[src/rtl/bufevt_pkg.sv]
package bufevt_pkg;
    localparam int DATA_W = 16;
    localparam int ID_W   = 6;
    localparam int SW_BIT = ID_W;
    localparam int HW_N   = DATA_W - ID_W - 1;
    localparam logic [ID_W-1:0] CFG_ID = 6'b001011;
    localparam logic [ID_W-1:0] EVT_ID = 6'b001100;

    typedef enum logic {
        SEL_CFG = 1'b0,
        SEL_EVT = 1'b1
    } reg_sel_e;
endpackage

[src/rtl/bufevt_enable_reg.sv]
module bufevt_enable_reg #(
    parameter int DATA_W = 16,
    parameter int SW_BIT = 6,
    localparam int HW_N = DATA_W - SW_BIT - 1
) (
    input  logic              clk,
    input  logic              rst_n,
    input  logic              wr_cfg,
    input  logic [DATA_W-1:0] wr_data,
    output logic [HW_N-1:0]   en_q_o,
    output logic [HW_N-1:0]   en_d_o,
    output logic              sw_req_o
);
    typedef struct packed {
        logic [HW_N-1:0] en;
    } en_state_t;

    en_state_t st_d, st_q;

    always_comb begin
        st_d = st_q;
        if (wr_cfg) begin
            st_d.en = wr_data[DATA_W-1:SW_BIT+1];
        end
    end

    always_ff @(posedge clk or negedge rst_n) begin
        if (!rst_n) st_q <= '0;
        else        st_q <= st_d;
    end

    // act-once request: decoded from the write, never stored
    assign sw_req_o = wr_cfg & wr_data[SW_BIT];
    assign en_q_o   = st_q.en;
    assign en_d_o   = st_d.en;

    a_r3_enable_written: assert property (@(posedge clk) disable iff (!rst_n)
        wr_cfg |=> en_q_o == $past(wr_data[DATA_W-1:SW_BIT+1]));
endmodule

[src/rtl/bufevt_flag_reg.sv]
module bufevt_flag_reg #(
    parameter int HW_N = 9
) (
    input  logic          clk,
    input  logic          rst_n,
    input  logic [HW_N-1:0] hw_evt,
    input  logic          sw_set,
    input  logic          clr,
    output logic [HW_N:0] flags_q_o,
    output logic [HW_N:0] flags_d_o
);
    typedef struct packed {
        logic [HW_N:0] flags;  // bit 0 software, bits HW_N:1 hardware
    } flag_state_t;

    flag_state_t st_d, st_q;

    always_comb begin
        st_d = st_q;
        if (clr) begin
            st_d.flags = '0;
        end
        st_d.flags = st_d.flags | {hw_evt, sw_set};
    end

    always_ff @(posedge clk or negedge rst_n) begin
        if (!rst_n) st_q <= '0;
        else        st_q <= st_d;
    end

    assign flags_q_o = st_q.flags;
    assign flags_d_o = st_d.flags;

    a_r4_pulse_sets_flag: assert property (@(posedge clk) disable iff (!rst_n)
        (|hw_evt) |=> ((flags_q_o[HW_N:1] & $past(hw_evt)) == $past(hw_evt)));

    a_r5_sw_sets_flag: assert property (@(posedge clk) disable iff (!rst_n)
        sw_set |=> flags_q_o[0]);

    a_r8_read_clears: assert property (@(posedge clk) disable iff (!rst_n)
        (clr && !(|hw_evt) && !sw_set) |=> flags_q_o == '0);
endmodule

[src/rtl/bufevt_irq_ctrl.sv]
module bufevt_irq_ctrl
    import bufevt_pkg::*;
#(
    parameter int DW = DATA_W,
    localparam int HN = DW - ID_W - 1
) (
    input  logic          clk,
    input  logic          rst_n,
    input  logic          sel_i,
    input  logic          wr_en_i,
    input  logic          rd_en_i,
    input  logic [DW-1:0] wr_data_i,
    output logic [DW-1:0] rd_data_o,
    input  logic [HN-1:0] hw_evt_i,
    output logic          irq_o
);
    typedef struct packed {
        logic irq;
    } irq_state_t;

    irq_state_t st_d, st_q;

    logic [HN-1:0] en_q, en_d;
    logic [HN:0]   flags_q, flags_d;
    logic          sw_req, wr_cfg, rd_evt;

    assign wr_cfg = wr_en_i && (reg_sel_e'(sel_i) == SEL_CFG);
    assign rd_evt = rd_en_i && (reg_sel_e'(sel_i) == SEL_EVT);

    bufevt_enable_reg #(.DATA_W(DW), .SW_BIT(SW_BIT)) u_enable (
        .clk      (clk),
        .rst_n    (rst_n),
        .wr_cfg   (wr_cfg),
        .wr_data  (wr_data_i),
        .en_q_o   (en_q),
        .en_d_o   (en_d),
        .sw_req_o (sw_req)
    );

    bufevt_flag_reg #(.HW_N(HN)) u_flags (
        .clk       (clk),
        .rst_n     (rst_n),
        .hw_evt    (hw_evt_i),
        .sw_set    (sw_req),
        .clr       (rd_evt),
        .flags_q_o (flags_q),
        .flags_d_o (flags_d)
    );

    always_comb begin
        st_d.irq = |({en_d, 1'b1} & flags_d);
    end

    always_ff @(posedge clk or negedge rst_n) begin
        if (!rst_n) st_q <= '0;
        else        st_q <= st_d;
    end

    assign irq_o = st_q.irq;

    always_comb begin
        rd_data_o = '0;
        if (rd_en_i) begin
            if (reg_sel_e'(sel_i) == SEL_EVT) rd_data_o = {flags_q, EVT_ID};
            else                              rd_data_o = {en_q, 1'b0, CFG_ID};
        end
    end

    a_r6_irq_follows_state: assert property (@(posedge clk) disable iff (!rst_n)
        irq_o == |({en_q, 1'b1} & flags_q));

    a_r7_masked_quiet: assert property (@(posedge clk) disable iff (!rst_n)
        ((flags_q[HN:1] & en_q) == '0 && !flags_q[0]) |-> !irq_o);
endmodule

[config.mk]
export PLATFORM = sky130hd
export DESIGN_NAME = bufevt_irq_ctrl
export DESIGN_NICKNAME = d
export VERILOG_FILES = /design/src/rtl/bufevt_pkg.sv /design/src/rtl/bufevt_enable_reg.sv /design/src/rtl/bufevt_flag_reg.sv /design/src/rtl/bufevt_irq_ctrl.sv
export SDC_FILE = /design/constraint.sdc
export NUM_CORES = 1
export LEC_CHECK = 0
export ABC_AREA = 1
export BUFFER_PORTS_ARGS = -buffer_cell sky130_fd_sc_hd__buf_2
export CAP_MARGIN = 10
export CORE_AREA = 5 5 58 70
export DETAILED_ROUTE_END_ITERATION = 12
export DIE_AREA = 0 0 63 75
export GPL_TIMING_DRIVEN = 0
export HOLD_SLACK_MARGIN = 0.06
export SYNTH_ARGS = -nofsm -noshare
export SYNTH_HDL_FRONTEND = slang
export SYNTH_SLANG_ARGS = --single-unit
export TNS_END_PERCENT = 30
[constraint.sdc]
create_clock -name clk -period 1.2 [get_ports clk]
set_input_delay 0.06 -clock clk [delete_from_list [all_inputs] [get_ports clk]]
set_output_delay 0.06 -clock clk [all_outputs]
set_load 0.02 [all_outputs]
==> metrics.md <==
| Metric | Value |
|---|---|
| Grt peak-use layer | `met2` |
| Hold wc startpoint | `wr_data_i[11]` |
| Final Skew | `0.0008432 ns` |
| Largest area contributor in the synthesized netlist | `dfrtp_1` |
| CP delay by family, top | `buffers and inverters` |
| Final HPWL DP | `1.902 mm` |
| Final hold violation count | `0` |
| # diodes | `0` |
| FFs w/ async S/R, synth | `100.0%` |
| Clk root buf | `clkbuf_8` |
| Clk Latency, worst-skew pair | `0.25 ns` |
| Yosys reg bits | `20` |
| Met1 usage | `13.67%` |
| Clock Path Buffers | `2` |
| Routed via count | `925` |
| Synthesis-to-layout area growth | `42.10%` |
| Chip width | `63 microns` |
| Worst reg2reg setup slack | `0.25 ns` |
| Delay of the slowest cell on the worst path | `0.24 ns` |
| CTS Buf Count | `3` |
| Non-filler cells in the finished layout | `214` |
| CP cell instances | `buf_2, nand2_1, clkbuf_4, inv_2, a22o_1, buf_2` |
| WP data arrival | `1.06 ns` |
| Routing usage on met2 | `21.55%` |
| Pin count of the biggest net entering global routing | `21` |
| I/O Buffers | `37` |
| Row cnt | `23` |
| Netlist cell types | `17` |
| Post-Place Cells | `197` |
| Maxcap violations | `0` |
| Final Cycle Share | `93.68%` |
| Most frequent CP cell | `buf_2` |
| Synth top area share | `49.38%` |
| Min cycle time layout | `1.124 ns` |
| Post-Synth Simple-Gate Area | `27.28%` |
| Worst EP required | `1.14 ns` |
| Clock transition at path regs | `0.07 ns` |
| Final WS setup | `0.07582 ns` |
| Initial DRC Count | `29` |
| RR Startpoint | `u_flags.flags_q_o[2]$_DFF_PN0_` |
| Post-synth EDFFs | `0` |
| Final #Nets | `208` |
| Synth Area in Compound Gates | `10.25%` |
| Final ANT Viol Nets | `0` |
| Vias per cell | `4.322` |
| Register Area | `500.5 sq um` |
| Crit path kind | `input pin to output port` |
| Cells after Synth | `122` |
| Element type at the critical path end | `output port` |
| CTS tree | `built` |
| Dominant synthesized flop cell | `dfrtp_1` |
| Adder-Cell Fraction of Synth Area | `0%` |
| Wire length of the first global-routing pass | `4.374 mm` |
| Share of the yosys chip area belonging to registers | `49.38%` |
| Hold Path Sink | `u_enable.en_q_o[4]$_DFF_PN0_` |
| Final RePlAce weighted congestion | `0.7627` |
| Synthesized area | `0.001013 sq mm` |
| Overall routed net length | `2.649 mm` |
| Footprint of the multi-input gates | `390.4 sq um` |
| Syn avg cell area | `8.307 sq um` |
| WL per Instance | `12.38 microns` |
| Lkg Pwr | `0.7950 nW` |
| Crit path launch type | `input pin` |
| Max Fclk | `889.5 MHz` |
| Initial antenna violation count | `0` |
| PwrDens | `1176 mW/mm^2` |
| Die ar. | `0.004725 sq mm` |
| DRC Markers | `0` |
| FILL cells | `336` |
| I/O pin cnt | `47` |
| Grt total ovfl | `0` |
| Peak VDD IR | `0.7386 mV` |
| Mux contribution to synthesized area | `0%` |
| Clock Sinks | `20` |
| Total GRT Usage | `11.68%` |
| Vias in the first global route | `988` |
| Fin Setup TNS | `0 ns` |
| Core area | `0.003309 sq mm` |
| Worst Hold Depth | `3` |
| Critical path peak fanout | `10` |
| Initial Util | `30.62%` |
| Final Max Tran Viols | `0` |
| Ys Warns | `0` |
| WP buf/inv | `4` |
| Place WS | `0.02193 ns` |
| Htree depth | `1` |
| WP depth | `6` |
| Met3 GRT Util | `2.388%` |
| Status | `finished, final reports clean` |
| R2R Path End | `irq_o$_DFF_PN0_` |
| TritonRoute pass-1 iters | `4` |
| Layout cells sized above 1 | `38.42%` |
| Reg2reg path depth | `4` |
| Crit path from | `rd_en_i` |
| Synth Area in XOR/XNOR | `0%` |
| RSZ-0062 raised after global routing | `no` |
| Slowest-stage cell, CP | `a22o_1` |
| Largest family of logic cells by synthesized area | `simple AND/OR/NAND/NOR gates` |
| Worst Hold Class | `input pin to register` |
| Final setup violating endpoints | `0` |
| Die Y | `75 microns` |
| Top post-synthesis cells by area | `dfrtp_1 49%, nand2_1 13%, nand2_2 7.4%` |
[metrics by stage]
| step | util (%) | hold slack (ns) | instance area, sq um | power [mW] |
|---|---|---|---|---|
| 4_1_cts | 43.02 | 0.06494 | 1424 | 1.699 |
| 3_5_place_dp | 37.73 | 0.03831 | 1249 | 1.165 |
| 6_report | 43.52 | 0.06350 | 1440 | 1.694 |
| 5_1_grt | 43.52 | 0.07371 | 1440 | 1.791 |
| 3_3_place_gp | 37.73 | 0.03067 | 1249 | 1.158 |
| 2_1_floorplan | - | -0.2356 | 1017 | 1.032 |
[cells in the mapped netlist (2+ instances only)]
cell type	instances
o21ai_2	2
nand2_1	34
nor2_1	6
buf_4	4
nand2_2	12
inv_2	2
nand3_1	8
a22o_1	7
inv_1	16
o21ai_0	3
a21oi_1	2
buf_6	2
dfrtp_1	20
[cell usage in the layout (no fill, tap or decap)]
cell type | Yosys | final
a21oi_1 | 2 | 2
buf_6 | 2 | 2
nand2_1 | 34 | 33
o21ai_0 | 3 | 3
dlygate4sd3_1 | 0 | 12
clkbuf_4 | 0 | 1
dfrtp_1 | 20 | 20
clkbuf_8 | 0 | 4
a22o_1 | 7 | 7
inv_2 | 2 | 2
nand2_2 | 12 | 13
inv_1 | 16 | 16
nand2_4 | 1 | 1
conb_1 | 1 | 2
nand3_1 | 8 | 8
clkinvlp_4 | 0 | 2
nor2_1 | 6 | 6
buf_2 | 1 | 37
o21ai_2 | 2 | 2
buf_4 | 4 | 4
[worst register-to-register path, cell delays in order, from the launching register on]
cell,delay [ns]
dfrtp_1,0.38
a21oi_1,0.19
nor2_1,0.08
nor2_1,0.10
nand3_1,0.08
[cell type report]
type	count	area share (%)
flip-flops and latches	20	34.75
clock buffers	4	3.823
plain buffers	7	4.170
inverters	19	5.213
well taps	37	3.215
repair inverters	1	0.5213
repair buffers	49	21.20
multi-input cells	77	27.11
[metal layers]
layer / part of all wire (%) / wire length [microns]
met1: 41 / 1090
met2: 52 / 1381
met3: 5.6 / 149
met4: 1.1 / 28
met5: 0 / 0
[what timing repair did]
item,in CTS,in global routing
hold buffers,12,0
setup buffers,0,0
endpoints found under the hold margin,31,0
endpoints found under the setup margin,0,8
gates resized for setup,0,4
[how the worst max path moves through the flow]
stage / endpoint
after floorplan: rd_data_o[7]
after global placement: rd_data_o[15]
after detailed placement: rd_data_o[13]
after CTS: rd_data_o[13]
after global routing: rd_data_o[8]
final: rd_data_o[13]
[state kept, by name, indices dropped and copies added (netlist names)]
register and count:
u_flags.flags_q_o 10, irq_o 1, u_enable.en_q_o 9
[cell families (layout without fill, tap and decap cells)]
| group | count (synthesis) | in the layout |
|---|---|---|
| compound gates | 14 | 14 |
| buf+inv | 26 | 80 |
| flops | 20 | 20 |
| other cells | 1 | 2 |
| simple gates | 61 | 61 |
[report_power, final]
group          switching, mW  internal, mW
logic                  0.237         0.174
clock network          0.220         0.292
registers             0.0339         0.737
total                  0.491          1.20
(Power assumes the default switching activity.)
